File: src/rtl/txdma_pkg.sv
package txdma_pkg;

  typedef enum logic [1:0] {
    PH_IDLE  = 2'd0,
    PH_FETCH = 2'd1,
    PH_SEND  = 2'd2,
    PH_PARK  = 2'd3
  } tx_phase_e;

  localparam logic [1:0] RS_STOPPED   = 2'd0;
  localparam logic [1:0] RS_RUNNING   = 2'd1;
  localparam logic [1:0] RS_SUSPENDED = 2'd2;

  function automatic logic [1:0] phase_to_state(input tx_phase_e ph);
    case (ph)
      PH_IDLE:  return RS_STOPPED;
      PH_PARK:  return RS_SUSPENDED;
      default:  return RS_RUNNING;
    endcase
  endfunction

endpackage

File: src/rtl/txdma_phase_fsm.sv
module txdma_phase_fsm
  import txdma_pkg::*;
(
  input  logic      clk,
  input  logic      rst_n,
  input  logic      run_cmd,
  input  logic      poll_demand,
  input  logic      fetch_done,
  input  logic      fetch_own,
  input  logic      xmit_done,
  output tx_phase_e phase,
  output logic      ev_fetch_ok,
  output logic      ev_own_miss,
  output logic      ev_frame_end
);

  tx_phase_e phase_d;
  logic      in_fetch, in_send, in_park, in_idle;

  assign in_idle  = (phase == PH_IDLE);
  assign in_fetch = (phase == PH_FETCH);
  assign in_send  = (phase == PH_SEND);
  assign in_park  = (phase == PH_PARK);

  // a fetch that lands after the command dropped is a frame boundary
  assign ev_fetch_ok  = in_fetch && fetch_done && run_cmd && fetch_own;
  assign ev_own_miss  = in_fetch && fetch_done && run_cmd && !fetch_own;
  assign ev_frame_end = in_send && xmit_done;

  always_comb begin
    phase_d = phase;
    if (in_idle) begin
      if (run_cmd) phase_d = PH_FETCH;
    end else if (in_fetch) begin
      if (fetch_done) begin
        if (!run_cmd)      phase_d = PH_IDLE;
        else if (fetch_own) phase_d = PH_SEND;
        else                phase_d = PH_PARK;
      end
    end else if (in_send) begin
      if (xmit_done) phase_d = run_cmd ? PH_FETCH : PH_IDLE;
    end else begin
      if (!run_cmd)         phase_d = PH_IDLE;
      else if (poll_demand) phase_d = PH_FETCH;
    end
  end

  always_ff @(posedge clk or negedge rst_n) begin
    if (!rst_n) phase <= PH_IDLE;
    else        phase <= phase_d;
  end

endmodule

File: src/rtl/txdma_pos_track.sv
module txdma_pos_track #(
  parameter int AW         = 32,
  parameter int DESC_BYTES = 16
) (
  input  logic          clk,
  input  logic          rst_n,
  input  logic          base_wr,
  input  logic [AW-1:0] base_addr,
  input  logic          stopped,
  input  logic          ev_fetch_ok,
  input  logic          ring_end,
  input  logic          ev_frame_end,
  output logic [AW-1:0] cur_pos
);

  localparam logic [AW-1:0] STEP = AW'(DESC_BYTES);

  logic [AW-1:0] base_q;
  logic          wrap_q;

  function automatic logic [AW-1:0] next_slot(
    input logic [AW-1:0] pos,
    input logic [AW-1:0] base,
    input logic          wrap
  );
    return wrap ? base : pos + STEP;
  endfunction

  always_ff @(posedge clk or negedge rst_n) begin
    if (!rst_n) begin
      base_q  <= '0;
      wrap_q  <= 1'b0;
      cur_pos <= '0;
    end else begin
      if (base_wr) base_q <= base_addr;
      if (ev_fetch_ok) wrap_q <= ring_end;
      if (ev_frame_end)
        cur_pos <= next_slot(cur_pos, base_q, wrap_q);
      else if (base_wr && stopped)
        cur_pos <= base_addr;
    end
  end

endmodule

File: src/rtl/txdma_unavail_flag.sv
module txdma_unavail_flag (
  input  logic clk,
  input  logic rst_n,
  input  logic set_evt,
  input  logic clr_evt,
  output logic flag
);

  always_ff @(posedge clk or negedge rst_n) begin
    if (!rst_n)       flag <= 1'b0;
    else if (set_evt) flag <= 1'b1;
    else if (clr_evt) flag <= 1'b0;
  end

endmodule

File: src/rtl/txdma_run_ctrl.sv
module txdma_run_ctrl
  import txdma_pkg::*;
#(
  parameter int AW         = 32,
  parameter int DESC_BYTES = 16
) (
  input  logic          clk,
  input  logic          rst_n,
  input  logic          run_cmd,
  input  logic          base_wr,
  input  logic [AW-1:0] base_addr,
  input  logic          poll_demand,
  input  logic          unavail_clr,
  output logic          fetch_req,
  output logic [AW-1:0] fetch_addr,
  input  logic          fetch_done,
  input  logic          fetch_own,
  input  logic          fetch_ring_end,
  output logic          xmit_req,
  input  logic          xmit_done,
  output logic [AW-1:0] cur_pos,
  output logic          buf_unavail,
  output logic [1:0]    run_state
);

  tx_phase_e phase;
  logic      ev_fetch_ok, ev_own_miss, ev_frame_end;
  logic      is_stopped;

  txdma_phase_fsm u_fsm (
    .clk          (clk),
    .rst_n        (rst_n),
    .run_cmd      (run_cmd),
    .poll_demand  (poll_demand),
    .fetch_done   (fetch_done),
    .fetch_own    (fetch_own),
    .xmit_done    (xmit_done),
    .phase        (phase),
    .ev_fetch_ok  (ev_fetch_ok),
    .ev_own_miss  (ev_own_miss),
    .ev_frame_end (ev_frame_end)
  );

  assign is_stopped = (phase == PH_IDLE);

  txdma_pos_track #(.AW(AW), .DESC_BYTES(DESC_BYTES)) u_pos (
    .clk          (clk),
    .rst_n        (rst_n),
    .base_wr      (base_wr),
    .base_addr    (base_addr),
    .stopped      (is_stopped),
    .ev_fetch_ok  (ev_fetch_ok),
    .ring_end     (fetch_ring_end),
    .ev_frame_end (ev_frame_end),
    .cur_pos      (cur_pos)
  );

  txdma_unavail_flag u_flag (
    .clk     (clk),
    .rst_n   (rst_n),
    .set_evt (ev_own_miss),
    .clr_evt (unavail_clr),
    .flag    (buf_unavail)
  );

  assign fetch_req  = (phase == PH_FETCH);
  assign xmit_req   = (phase == PH_SEND);
  assign fetch_addr = cur_pos;
  assign run_state  = phase_to_state(phase);

endmodule

File: config.mk
export PLATFORM = sky130hd
export DESIGN_NAME = txdma_run_ctrl
export DESIGN_NICKNAME = d
export VERILOG_FILES = /design/src/rtl/txdma_pkg.sv /design/src/rtl/txdma_phase_fsm.sv /design/src/rtl/txdma_pos_track.sv /design/src/rtl/txdma_unavail_flag.sv /design/src/rtl/txdma_run_ctrl.sv
export SDC_FILE = /design/constraint.sdc
export NUM_CORES = 1
export LEC_CHECK = 0
export BUFFER_PORTS_ARGS = -buffer_cell sky130_fd_sc_hd__clkbuf_2
export CAP_MARGIN = 20
export CELL_PAD_IN_SITES_DETAIL_PLACEMENT = 0
export CELL_PAD_IN_SITES_GLOBAL_PLACEMENT = 2
export CORE_MARGIN = 4
export CORE_UTILIZATION = 25
export DETAILED_ROUTE_END_ITERATION = 12
export GPL_TIMING_DRIVEN = 0
export PLACE_DENSITY_LB_ADDON = 0.05
export SLEW_MARGIN = 20
export SYNTH_ARGS = -nofsm -noshare
export SYNTH_HDL_FRONTEND = slang
export SYNTH_SLANG_ARGS = --single-unit
File: constraint.sdc
create_clock -name clk -period 2.8 [get_ports clk]
set_clock_uncertainty 0.1 [all_clocks]
set_input_delay 0.14 -clock clk [delete_from_list [all_inputs] [get_ports clk]]
set_output_delay 0.14 -clock clk [all_outputs]
set_load 0.01 [all_outputs]
After elaboration in Yosys (flattened, before gate mapping) --
Index checks and enable logic that the tools add are counted.
Cells by class: add/sub/neg operators 1, equality and inequality tests 7, mux-type cells 17, reduce and logical (&&, ||, !) cells 11
Operators by type and width (number):
- 32-bit 2-to-1 mux | 3
- 32-bit by 5-bit adder with 32-bit output, second input constant | 1
- 2-bit 2-to-1 mux | 9
- 1-bit logical AND | 6
- 5-bit by 1-bit != test with 1-bit output, second input constant | 1
- 2-bit == test, second input constant | 2
- 1-bit 2-to-1 mux | 4
- 4-bit by 2-bit != test with 1-bit output, second input constant | 1
- 2-bit one-hot mux with 2 select lines | 1
- 4-bit AND reduction | 1
- 2-bit nonzero test | 2
- 3-bit by 2-bit != test with 1-bit output, second input constant | 1
- 2-bit by 1-bit == test with 1-bit output, second input constant | 1
- 2-bit zero test | 1
- 2-bit != test, second input constant | 1
- 1-bit zero test | 1
Word-level totals: flip-flop bits (word level) 68, logic and storage cells 41

Longest topological paths before layout --
Gate-level depths: netlist (run 1).
word-level depth 5, gate-level depth with buffers 9, mapped depth without buffers 7

Cells and area by module --
From an unflattened synthesis (run 1), not the netlist that was laid out.
Unflattened totals: cell total of the unflattened synthesis 410, area, all modules 4038.9 um^2
Modules (own cells, without submodules):
- txdma_pos_track | times used 1, cells an instance 346, area each 3509.6 um^2
- txdma_run_ctrl | times used 1, cells an instance 38, area each 297.8 um^2
- txdma_phase_fsm | times used 1, cells an instance 23, area each 195.2 um^2
- txdma_unavail_flag | times used 1, cells an instance 3, area each 36.3 um^2

Least setup slack after synthesis (run 1) --
No wires, ideal clock.
kind reg-to-reg, start reg u_fsm.phase[1], end reg u_fsm.phase[1], library setup time 0.120 ns, data arrival time 1.777 ns, data required time 2.580 ns, slack 0.803 ns, cell stages (with the launch flop) 7, buffers on the path 0, clock period less this slack 1.997 ns, cell sequence dfrtp_1 > inv_1 > ha_1 > nor4b_1 > a2111oi_0 > a211oi_1 > a31o_2
RTL lines:
- start: declaration | RTL line txdma_phase_fsm.sv:11 | output tx_phase_e phase,
- start signal: assignment | RTL line txdma_phase_fsm.sv:50 | else phase <= phase_d;
- 2-bit by 1-bit == test with 1-bit output *
- named net fetch_req | RTL line txdma_run_ctrl.sv:14 | output logic fetch_req,
- 5-bit by 1-bit != test with 1-bit output (no line), or another cell as far along
- 4-bit AND reduction (no line) / 2-bit 2-to-1 mux (equally long branches)
Mark *: on every way through the listed nets, which the timed path passes. The rest lies on a longest branch. A chain may end at the register's enable or synchronous reset.

Worst setup path after layout (run 1) --
start reg u_fsm.phase[0], end reg u_pos.cur_pos[10]
Between the ends: longest elaborated chain between the ends 3
RTL lines:
- 2-bit == test / 2-bit zero test (equally long branches) | RTL line txdma_phase_fsm.sv:22, txdma_run_ctrl.sv:44
- 1-bit logical AND (on tied branches) | RTL line txdma_phase_fsm.sv:28, txdma_pos_track.sv:39
- 32-bit 2-to-1 mux / 2-bit nonzero test (equally long branches)
- end signal: assignment | RTL line txdma_pos_track.sv:38 | cur_pos <= next_slot(cur_pos, base_q, wrap_q);
- end signal: assignment | RTL line txdma_pos_track.sv:40 | cur_pos <= base_addr;
- end: declaration | RTL line txdma_pos_track.sv:13 | output logic [AW-1:0] cur_pos
Parallel ways exist; a longest one is shown, timed or not.

==> results.md, run 1 <==
* Worst slew pin tran at 0.8957 ns
* Minimum clock period after layout at 2.509 ns
* Seq pwr share at 33.5%
* CP startpoint kind: flop
* Post-synth cell types at 45
* Core area at 0.01526 mm2
* TritonCTS clock tree: done
* CTS clk-pin slew, worst paths at 0.05 ns
* Sequential element share of the synthesized area at 43.41%
* Crit path cell chain: inv_1, ha_1, and2_1, clkbuf_1, clkbuf_1, o21ai_0, o22ai_1
* Main synth FF type: dfrtp_1
* Leakage at 2.445 nW
* Placed cells at 712
* Die Y at 133.2 um
* Vias in the first global route at 3,495
* Top delay family on crit path: buffers and inverters
* CP required at 2.95 ns
* Non-Filler Instances at 763
* Hold Path Class: in2reg
* VDD IR max at 0.3111 mV
* Initial DRC Count at 142
* Internal Pwr Total at 3.169 mW
* Tcrit/Tclk final at 89.62%
* Max-slew headroom at 38.74%
* PwrDens at 996.0 mW/mm2
* Diodes inserted at 0
* Combinational Power Share at 45.7%
* Switching share of power at 41.14%
* Layout area overhead at 37.92%
* Syn Std Cell Area at 0.003920 mm2
* Clock network fraction of design power at 20.8%
* Post-Syn Nets at 438
* M1 WL at 6.376 mm
* Routability Congestion at 0.7161
* RSZ-0062 raised after global routing: no
* Instance count of the mapped netlist at 390
* Die area at 0.01775 mm2
* Largest net degree at the start of global routing at 36
* Design Power at 5.385 mW
* Max Slew Vio Count at 0
* Routed met3 length at 621 um
* Final hold violation count at 0
* Crit-path most repeated cell: clkbuf_1
* DR WL met2 at 6.162 mm
* Worst path arrival time at 2.66 ns
* Buffers added on ports at 110
* Setup Fix Bufs, Post-CTS at 0
* All-Layer GR Usage at 15.48%
* Worst-skew pair later-pin latency at 0.34 ns
* Post-DP HPWL at 9.508 mm
* Layout cells sized above 1 at 35.87%
* Die X at 133.2 um
* Setup TNS at 0 ns
* Maximum capacitance violations at 0
* Setup Crit Path Kind: reg2reg
* Slowest cell on crit path: clkbuf_1
* F_max at 0.3985 GHz
* Gr ovfl total at 0
* CTS max path bufs at 2
* Mapped Avg Cell Area at 10.05 um2
* Post-route ant nets at 0
* Num ports at 111
* YS warnings at 0
* H-tree levels at 3
* DR DRC count at 0
* Fin Hold WS at 0.01795 ns
* Worst path bufs/invs at 3
* Initial antenna violation count at 0
* Crit end category: flop
* Switching pwr at 2.215 mW
* First-pass iteration count of the detailed router at 4
* EDFF count, synth at 0
* Routed WL at 13.30 mm
* Global-route wire length before repair at 21.13 mm
* Clk Tree Root Cell: clkbuf_16
* Largest cells by area after synthesis: dfrtp_1 43%, mux2_2 8.9%, buf_4 6.1%, mux2i_1 4.6%, xor2_1 2.9%
* Register area at 0.001702 mm2
* Async S/R FF share, synth at 100.0%
* Share of the synthesized area in the top cell type at 43.41%
* Filler instances at 1,594
* Cell taking the most area after synthesis: dfrtp_1
* Crit-path max FO at 10
* Row count at 45
* # setup viols final at 0
* Highest routed layer: met4
* CTS buffer count at 9
* Seq cells post-synth at 68
* DR vias/cell at 4.527
* CTS Sinks at 68
* Multi-input gate area at 0.001858 mm2
* Starting Density at 25.69%
* Slowest stage delay, CP at 0.53 ns
* Via count at 3,454
* Outcome: completed
* DR WL/cell at 17.43 um
* # nets final at 596
## worst reg2reg max path: cells and delay by family (launching register included)
family          cells  cell delay, ns
buf+inv             3            1.18
fa+ha+maj           1            0.23
compound gates      2            0.36
flops               1            0.40
simple gates        1            0.16
## cell usage in the layout (no fill, tap or decap), types with 3 or more instances in the layout
cell type | synthesis | routed
clkbuf_2 | 0 | 109
dfrtp_1 | 68 | 68
dlygate4sd3_1 | 0 | 36
buf_4 | 32 | 32
mux2_2 | 31 | 31
nand2_1 | 26 | 26
nor2_1 | 22 | 22
nand3_1 | 19 | 19
mux2i_1 | 18 | 18
clkbuf_1 | 14 | 15
o21ai_0 | 15 | 15
a21oi_1 | 14 | 14
xor2_1 | 13 | 13
inv_1 | 12 | 12
nor3_1 | 10 | 10
a211oi_1 | 10 | 10
xnor2_1 | 9 | 9
clkbuf_16 | 0 | 9
a221oi_1 | 8 | 8
and3_1 | 7 | 7
o22ai_1 | 6 | 6
ha_1 | 6 | 6
nand4_1 | 5 | 5
o31ai_1 | 5 | 5
nor4_1 | 4 | 4
clkbuf_8 | 0 | 4
buf_2 | 3 | 3
a31oi_1 | 3 | 3
nand2b_1 | 3 | 3
## path summary, 6_finish.rpt
path	from	to	slack [ns]	cells past startpoint
max reg2reg	u_fsm.phase[0]	u_pos.cur_pos[10]	0.29	7
max in group asynchronous	rst_n	u_pos.cur_pos[0]	1.75	3
min	run_cmd	u_fsm.phase[1]	0.02	2
min in group asynchronous	rst_n	u_pos.cur_pos[4]	0.26	2
min reg2reg	u_pos.base_q[22]	u_pos.base_q[22]	0.40	1
max	u_fsm.phase[0]	u_pos.cur_pos[10]	0.29	7
## synthesized netlist by cell type, drive strengths merged, types with 2 or more instances
cell and n:
a221oi 8, and3 8, xnor2 9, clkbuf 14
xor2 13, a211oi 10, inv 12, o22a 2
nor2 22, nand4 8, a31oi 3, nand2b 3
a21oi 14, or3 2, mux2 31, ha 6
nor4 5, buf 37, nand3 19, o31ai 5
nand2 26, o22ai 6, a21boi 2, nor3 11
dfrtp 68, mux2i 18, and2 2, o211ai 2
o21ai 15
## state kept, by name (all words and copies together) (netlist names)
signal / count
u_pos.base_q: 32
u_pos.cur_pos: 32
u_fsm.phase: 2
u_flag.flag: 1
u_pos.wrap_q: 1
## cell families (layout without fill, tap and decap cells)
| kind of cell | count (synthesis) | after routing | synth area share (%) |
|---|---|---|---|
| muxes | 49 | 49 | 13.50 |
| AOI/OAI and AO/OA | 73 | 73 | 12.35 |
| adders and majority gates | 6 | 6 | 1.915 |
| xor gates and xnor gates | 22 | 22 | 4.916 |
| buffers and inverters | 63 | 225 | 9.192 |
| DFF | 68 | 68 | 43.41 |
| and+or+nand+nor | 109 | 109 | 14.71 |
## metal layers
layer	global-route usage [%]	vias to the layer above
met5	0	-
met1	21.59	1674
met3	3.437	8
met2	24.46	86
li1	-	1686
met4	3.771	0
## per-stage QoR
| stage | worst slack [ns] | util [%] | area, um2 |
|---|---|---|---|
| after floorplan | 0.8032 | - | 3920 |
| after global placement | 0.2309 | 31.03 | 4735 |
| after detailed placement | 0.2019 | 31.18 | 4757 |
| after CTS | 0.2025 | 35.43 | 5406 |
| after global routing | 0.03132 | 35.43 | 5406 |
| final | 0.2905 | 35.43 | 5406 |
## power by group through the flow
stage	registers (mW)	clock network, mW	logic (mW)
6_report	1.81	1.12	2.46
5_1_grt	1.88	1.19	2.72
4_1_cts	1.82	1.15	2.51
3_5_place_dp	1.83	0	2.46
3_3_place_gp	1.82	0	2.45
2_1_floorplan	1.77	0	1.48
## final cells by class
| cell class | instances | area share [%] |
|---|---|---|
| Buffer | 51 | 5.832 |
| Clock buffer | 14 | 5.253 |
| Clock inverter | 1 | 0.09257 |
| Inverter | 12 | 0.8331 |
| Multi-Input combinational cell | 259 | 34.37 |
| Sequential cell | 68 | 31.47 |
| Tap cell | 211 | 4.883 |
| Timing Repair Buffer | 147 | 17.26 |
## what timing repair did
action,in CTS,in global routing
resized for setup,0,0
hold buffers,36,0
hold endpoints to repair,71,0
No activity file was read; power rests on OpenSTA's default activity.
==> run 2: changes to the inputs <==
--- a/config.mk
+++ b/config.mk
@@ -10,7 +10,7 @@
 export CELL_PAD_IN_SITES_DETAIL_PLACEMENT = 0
 export CELL_PAD_IN_SITES_GLOBAL_PLACEMENT = 2
 export CORE_MARGIN = 4
-export CORE_UTILIZATION = 25
+export CORE_UTILIZATION = 32
 export DETAILED_ROUTE_END_ITERATION = 12
 export GPL_TIMING_DRIVEN = 0
 export PLACE_DENSITY_LB_ADDON = 0.05
==> constraint.sdc (replaced) <==
create_clock -name clk -period 2.8 [get_ports clk]
set_clock_uncertainty 0.1 [all_clocks]
set_input_delay 0.42 -clock clk [delete_from_list [all_inputs] [get_ports clk]]
set_output_delay 0.42 -clock clk [all_outputs]
set_load 0.01 [all_outputs]
==> run 2 against run 1 <==
Against the previous run:
- final cell count decreased by 13%
- count of clock-buffer cells in the layout decreased by 3
- setup slack improved by 0.021 ns
- wire length decreased by 10%
- flip-flop and latch count unchanged
- power decreased by 0.86%
- critical path type unchanged
- via count decreased by 2.3%
- sequential power about the same
- sequential share of layout area increased by 2.6 points
- critical path depth decreased by 1
- first-iteration DRC count increased by 31%
==> results.md, run 2 (synthesis gave the netlist of run 1 again) <==
* Outcome: completed
* Crit-path max FO at 10
* CTS Sinks at 68
* Seq pwr share at 33.3%
* Non-Filler Instances at 665
* Starting Density at 32.64%
* TritonCTS clock tree: done
* Crit path cell chain: inv_1, ha_1, nand2_1, nor2_1, clkbuf_1, a221oi_1
* Num ports at 111
* Layout cells sized above 1 at 38.61%
* VDD IR max at 0.4424 mV
* Leading cell type in the layout, fill and taps excluded: clkbuf_2
* Initial DRC Count at 186
* Die area at 0.01408 mm2
* Internal Pwr Total at 3.177 mW
* Diodes inserted at 0
* RSZ-0062 raised after global routing: no
* Setup Crit Path Kind: reg2reg
* Max-slew headroom at 31.03%
* Final WS setup at 0.3118 ns
* DR vias/cell at 5.072
* Core area at 0.01201 mm2
* Post-route ant nets at 0
* Leakage at 2.310 nW
* Maximum capacitance violations at 0
* Minimum clock period after layout at 2.488 ns
* Placed cells at 648
* Via count at 3,373
* Final hold violation count at 0
* Layout area overhead at 27.48%
* DR DRC count at 0
* Gr ovfl total at 0
* Filler instances at 1,181
* Combinational Power Share at 45.0%
* Post-DP HPWL at 8.570 mm
* Largest registers: u_pos.base_q x32, u_pos.cur_pos x32, u_fsm.phase x2
* H-tree levels at 3
* Die Y at 118.7 um
* CP required at 2.87 ns
* Initial antenna violation count at 0
* DR WL/cell at 17.90 um
* Routed WL at 11.91 mm
* Vias in the first global route at 3,359
* Pre-CTS setup slack at 0.2262 ns
* First-pass iteration count of the detailed router at 4
* Switching share of power at 40.48%
* Slowest stage delay, CP at 0.58 ns
* Setup TNS at 0 ns
* Worst path arrival time at 2.56 ns
* Commonest non-fill, non-tap cells in the layout: 109 x clkbuf_2, 68 x dfrtp_1, 32 x buf_4, 31 x mux2_2, 26 x nand2_1
* # nets final at 561
* Global-route wire length before repair at 19.38 mm
* Largest net degree at the start of global routing at 48
* F_max at 0.4019 GHz
* Switching pwr at 2.161 mW
* Buffers added on ports at 110
* Clock network fraction of design power at 21.7%
* CP startpoint kind: flop
* Worst-skew pair later-pin latency at 0.33 ns
* Clk Tree Root Cell: clkbuf_16
* Routability Congestion at 0.7620
* Multi-input gate area at 0.001858 mm2
* # setup viols final at 0
* Die X at 118.7 um
* All-Layer GR Usage at 17.75%
* Worst slew pin tran at 1.008 ns
* Row count at 40
* CTS clk-pin slew, worst paths at 0.06 ns
* Max Slew Vio Count at 0
* Register area at 0.001702 mm2
* Tcrit/Tclk final at 88.86%
* CTS max path bufs at 2
* PwrDens at 1068 mW/mm2
* Slowest cell on crit path: clkbuf_1
* Setup Fix Bufs, Post-CTS at 0
* Hold Path Class: in2reg
* CTS buffer count at 9
* Crit end category: flop
run 2: final timing paths:
kind | from | depth (start not counted) | endpoint | slack, ns
max | u_fsm.phase[0] | 6 | u_pos.cur_pos[30] | 0.31
min | unavail_clr | 2 | u_flag.flag | 0.18
max reg2reg | u_fsm.phase[0] | 6 | u_pos.cur_pos[30] | 0.31
min reg2reg | u_pos.base_q[22] | 1 | u_pos.base_q[22] | 0.40
max in group asynchronous | rst_n | 3 | u_pos.cur_pos[14] | 1.56
min in group asynchronous | rst_n | 2 | u_pos.base_q[7] | 0.47
run 2: final cells by class:
cell class,count,area share [%]
Buffer,51,6.309
Timing Repair Buffer,112,11.82
Multi-Input combinational cell,259,37.18
Inverter,12,0.9014
Clock inverter,5,1.002
Sequential cell,68,34.05
Clock buffer,11,5.058
Tap cell,147,3.681
run 2: routing by layer:
| metal | routed length, um | global-route usage, % | up-vias |
|---|---|---|---|
| li1 | - | - | 1624 |
| met1 | 5658 | 24.09 | 1639 |
| met2 | 5539 | 27.82 | 100 |
| met3 | 539 | 4.928 | 10 |
| met4 | 168 | 4.852 | 0 |
| met5 | 0 | 0 | - |
run 2: power by group through the flow:
stage / registers [mW] / clock network [mW] / logic (mW)
after floorplan: 1.77 / 0 / 1.48
after global placement: 1.79 / 0 / 2.40
after detailed placement: 1.80 / 0 / 2.43
after CTS: 1.79 / 1.19 / 2.44
after global routing: 1.86 / 1.24 / 2.66
final: 1.78 / 1.16 / 2.40
run 2: through the flow:
| step | utilization, % | area, um2 | power, mW | hold slack [ns] |
|---|---|---|---|---|
| 2_1_floorplan | - | 3920 | 3.253 | 0.02441 |
| 3_3_place_gp | 38.75 | 4654 | 4.194 | 0.3839 |
| 3_5_place_dp | 39.00 | 4684 | 4.232 | 0.2908 |
| 4_1_cts | 41.60 | 4997 | 5.417 | 0.1677 |
| 5_1_grt | 41.60 | 4997 | 5.761 | 0.1794 |
| 6_report | 41.60 | 4997 | 5.338 | 0.1835 |
run 2: timing repair:
action                                 in CTS  in global routing
hold buffers                                1                  0
resized for setup                           0                  0
endpoints found under the hold margin      21                  0
run 2: critical path: cells and delay by family (launching register included):
family                   cells  cell delay [ns]
adder cells (fa/ha/maj)      1             0.22
AO/OA/AOI/OAI                1             0.18
buffers and inverters        2             0.70
AND/OR/NAND/NOR              2             0.73
flip-flops                   1             0.40
==> run 3: changes to the inputs <==
--- a/config.mk
+++ b/config.mk
@@ -5,13 +5,13 @@
 export SDC_FILE = /design/constraint.sdc
 export NUM_CORES = 1
 export LEC_CHECK = 0
-export BUFFER_PORTS_ARGS = -buffer_cell sky130_fd_sc_hd__clkbuf_2
 export CAP_MARGIN = 20
 export CELL_PAD_IN_SITES_DETAIL_PLACEMENT = 0
 export CELL_PAD_IN_SITES_GLOBAL_PLACEMENT = 2
 export CORE_MARGIN = 4
-export CORE_UTILIZATION = 32
+export CORE_UTILIZATION = 39
 export DETAILED_ROUTE_END_ITERATION = 12
+export DONT_BUFFER_PORTS = 1
 export GPL_TIMING_DRIVEN = 0
 export PLACE_DENSITY_LB_ADDON = 0.05
 export SLEW_MARGIN = 20
==> run 3 against run 2 <==
Against the previous run:
- via count down 13%
- final area shrank 13%
- wire length is 7.0% lower
- global-route usage rose by 1.6 points
- sequential share of layout area grew 5.0 points
- register-to-register slack lost 0.09 ns
==> results.md, run 3 (synthesis gave the netlist of run 1 again) <==
* Commonest non-fill, non-tap cells in the layout: 68 x dfrtp_1, 32 x buf_4, 31 x mux2_2, 26 x nand2_1, 22 x nor2_1
* Die area at 0.01172 mm2
* All-Layer GR Usage at 19.35%
* Initial antenna violation count at 0
* Placed cells at 523
* Tcrit/Tclk final at 91.96%
* H-tree levels at 3
* CP startpoint kind: flop
* Buffers added on ports at 0
* CTS buffer count at 9
* TritonCTS clock tree: done
* Leading cell type in the layout, fill and taps excluded: dfrtp_1
* # nets final at 451
* Row count at 36
* Via count at 2,929
* Clk Tree Root Cell: clkbuf_8
* Outcome: completed
* FF-to-FF Start: u_fsm.phase[0]
* DR WL/cell at 20.47 um
* Maximum capacitance violations at 0
* CP required at 2.89 ns
* Num ports at 111
* Setup Crit Path Kind: reg2reg
* Diodes inserted at 0
* # setup viols final at 0
* Vias in the first global route at 2,959
* Setup Fix Bufs, Post-CTS at 0
* Fin Hold WS at 0.05429 ns
* Largest registers: u_pos.base_q x32, u_pos.cur_pos x32, u_fsm.phase x2
* Routability Congestion at 0.7901
* DR vias/cell at 5.414
* Minimum clock period after layout at 2.575 ns
* VDD IR max at 0.3788 mV
* Starting Density at 40.10%
* Final WS setup at 0.2251 ns
* Global-route wire length before repair at 16.95 mm
* Hold Path Class: in2reg
* Post-route ant nets at 0
* Reg2reg setup slack at 0.23 ns
* Leakage at 1.816 nW
* Setup TNS at 0 ns
* First-pass iteration count of the detailed router at 4
* Launch point of the worst path: u_fsm.phase[0]
* CTS Sinks at 68
* RSZ-0062 raised after global routing: no
* PwrDens at 1074 mW/mm2
* Hold Crit Endpoint: u_flag.flag
* Filler instances at 971
* Post-DP HPWL at 7.820 mm
* Non-Filler Instances at 541
* Worst slew pin tran at 0.9424 ns
* Initial DRC Count at 99
* Die X at 108.3 um
* Core area at 0.009774 mm2
* Max-slew headroom at 35.55%
* Worst path arrival time at 2.66 ns
* Layout area overhead at 11.17%
* R2R cell count at 6
* Design Power at 4.678 mW
* CTS clk-pin slew, worst paths at 0.08 ns
* Hold Crit Depth at 1
* Crit end category: flop
* Hold path start: fetch_own
* Final hold violation count at 0
* CTS max path bufs at 2
* Pre-CTS setup slack at 0.2378 ns
* Crit Reg-Reg Endpoint: u_pos.cur_pos[12]
* Routed WL at 11.08 mm
* Layout cells sized above 1 at 22.06%
* Worst-skew pair later-pin latency at 0.35 ns
* Max Slew Vio Count at 0
* Gr ovfl total at 0
* Die Y at 108.3 um
* DR DRC count at 0
* Largest net degree at the start of global routing at 69
* Crit-path max FO at 10
* F_max at 0.3884 GHz
==> run 3: changes by cell type in the layout (fill, tap and decap cells not counted), moves of 3 or more <==
| cell | previous run | this run |
|---|---|---|
| clkinv_2 | 4 | 1 |
| clkbuf_2 | 109 | 0 |
| clkbuf_16 | 9 | 0 |
| clkbuf_8 | 2 | 11 |
==> run 3: area by class of cell <==
cell class	instances	area (um2)	share of cell area, %
plain buffers	51	315.3	7.235
clock buffers	11	151.4	3.474
clock inverters	5	82.58	1.895
inverters	12	45.04	1.034
multi-input cells	259	1858	42.64
flip-flops and latches	68	1702	39.05
well taps	133	166.4	3.819
repair buffers	2	37.54	0.8613
==> run 3: worst max-delay path by stage <==
stage | endpoint | slack (ns) | cells after the start
finish | u_pos.cur_pos[12] | 0.23 | 6
global route | u_pos.cur_pos[27] | 0.06 | 6
CTS | u_pos.cur_pos[29] | 0.22 | 6
detailed placement | u_pos.cur_pos[29] | 0.24 | 6
global placement | u_pos.cur_pos[28] | 0.26 | 6
floorplan | u_fsm.phase[1] | 0.80 | 6
==> run 3: critical path, cell delays in order (launching register included) <==
cell      delay [ns]
dfrtp_1         0.40
inv_1           0.12
ha_1            0.29
nand2_1         0.27
nor2_1          0.48
clkbuf_1        0.58
a211oi_1        0.16
==> run 3: where the power goes <==
group	total, mW	switching [mW]	leakage, nW	internal, mW
Clock	0.964	0.410	0.120	0.554
Sequential	1.93	0.647	0.799	1.28
Combinational	1.79	0.950	0.897	0.837
Total	4.68	2.01	1.82	2.67
==> run 3: per-stage QoR <==
| step | util, % | cell area (um2) |
|---|---|---|
| 6_report | 44.59 | 4358 |
| 4_1_cts | 44.59 | 4358 |
| 5_1_grt | 44.59 | 4358 |
| 2_1_floorplan | - | 3920 |
| 3_3_place_gp | 41.81 | 4086 |
| 3_5_place_dp | 41.81 | 4086 |
==> run 3: repair_timing <==
item	4_1_cts	5_1_grt
gates resized for setup	0	0
hold buffers	2	0
hold endpoints to repair	68	0
==> run 3: routing by layer <==
| layer | part of all wire (%) | vias up | GRT usage (%) |
|---|---|---|---|
| met4 | 0.78 | 0 | 4.058 |
| li1 | - | 1396 | - |
| met5 | 0 | - | 0 |
| met3 | 6.5 | 8 | 6.090 |
| met1 | 46 | 1451 | 26.28 |
| met2 | 47 | 74 | 30.51 |
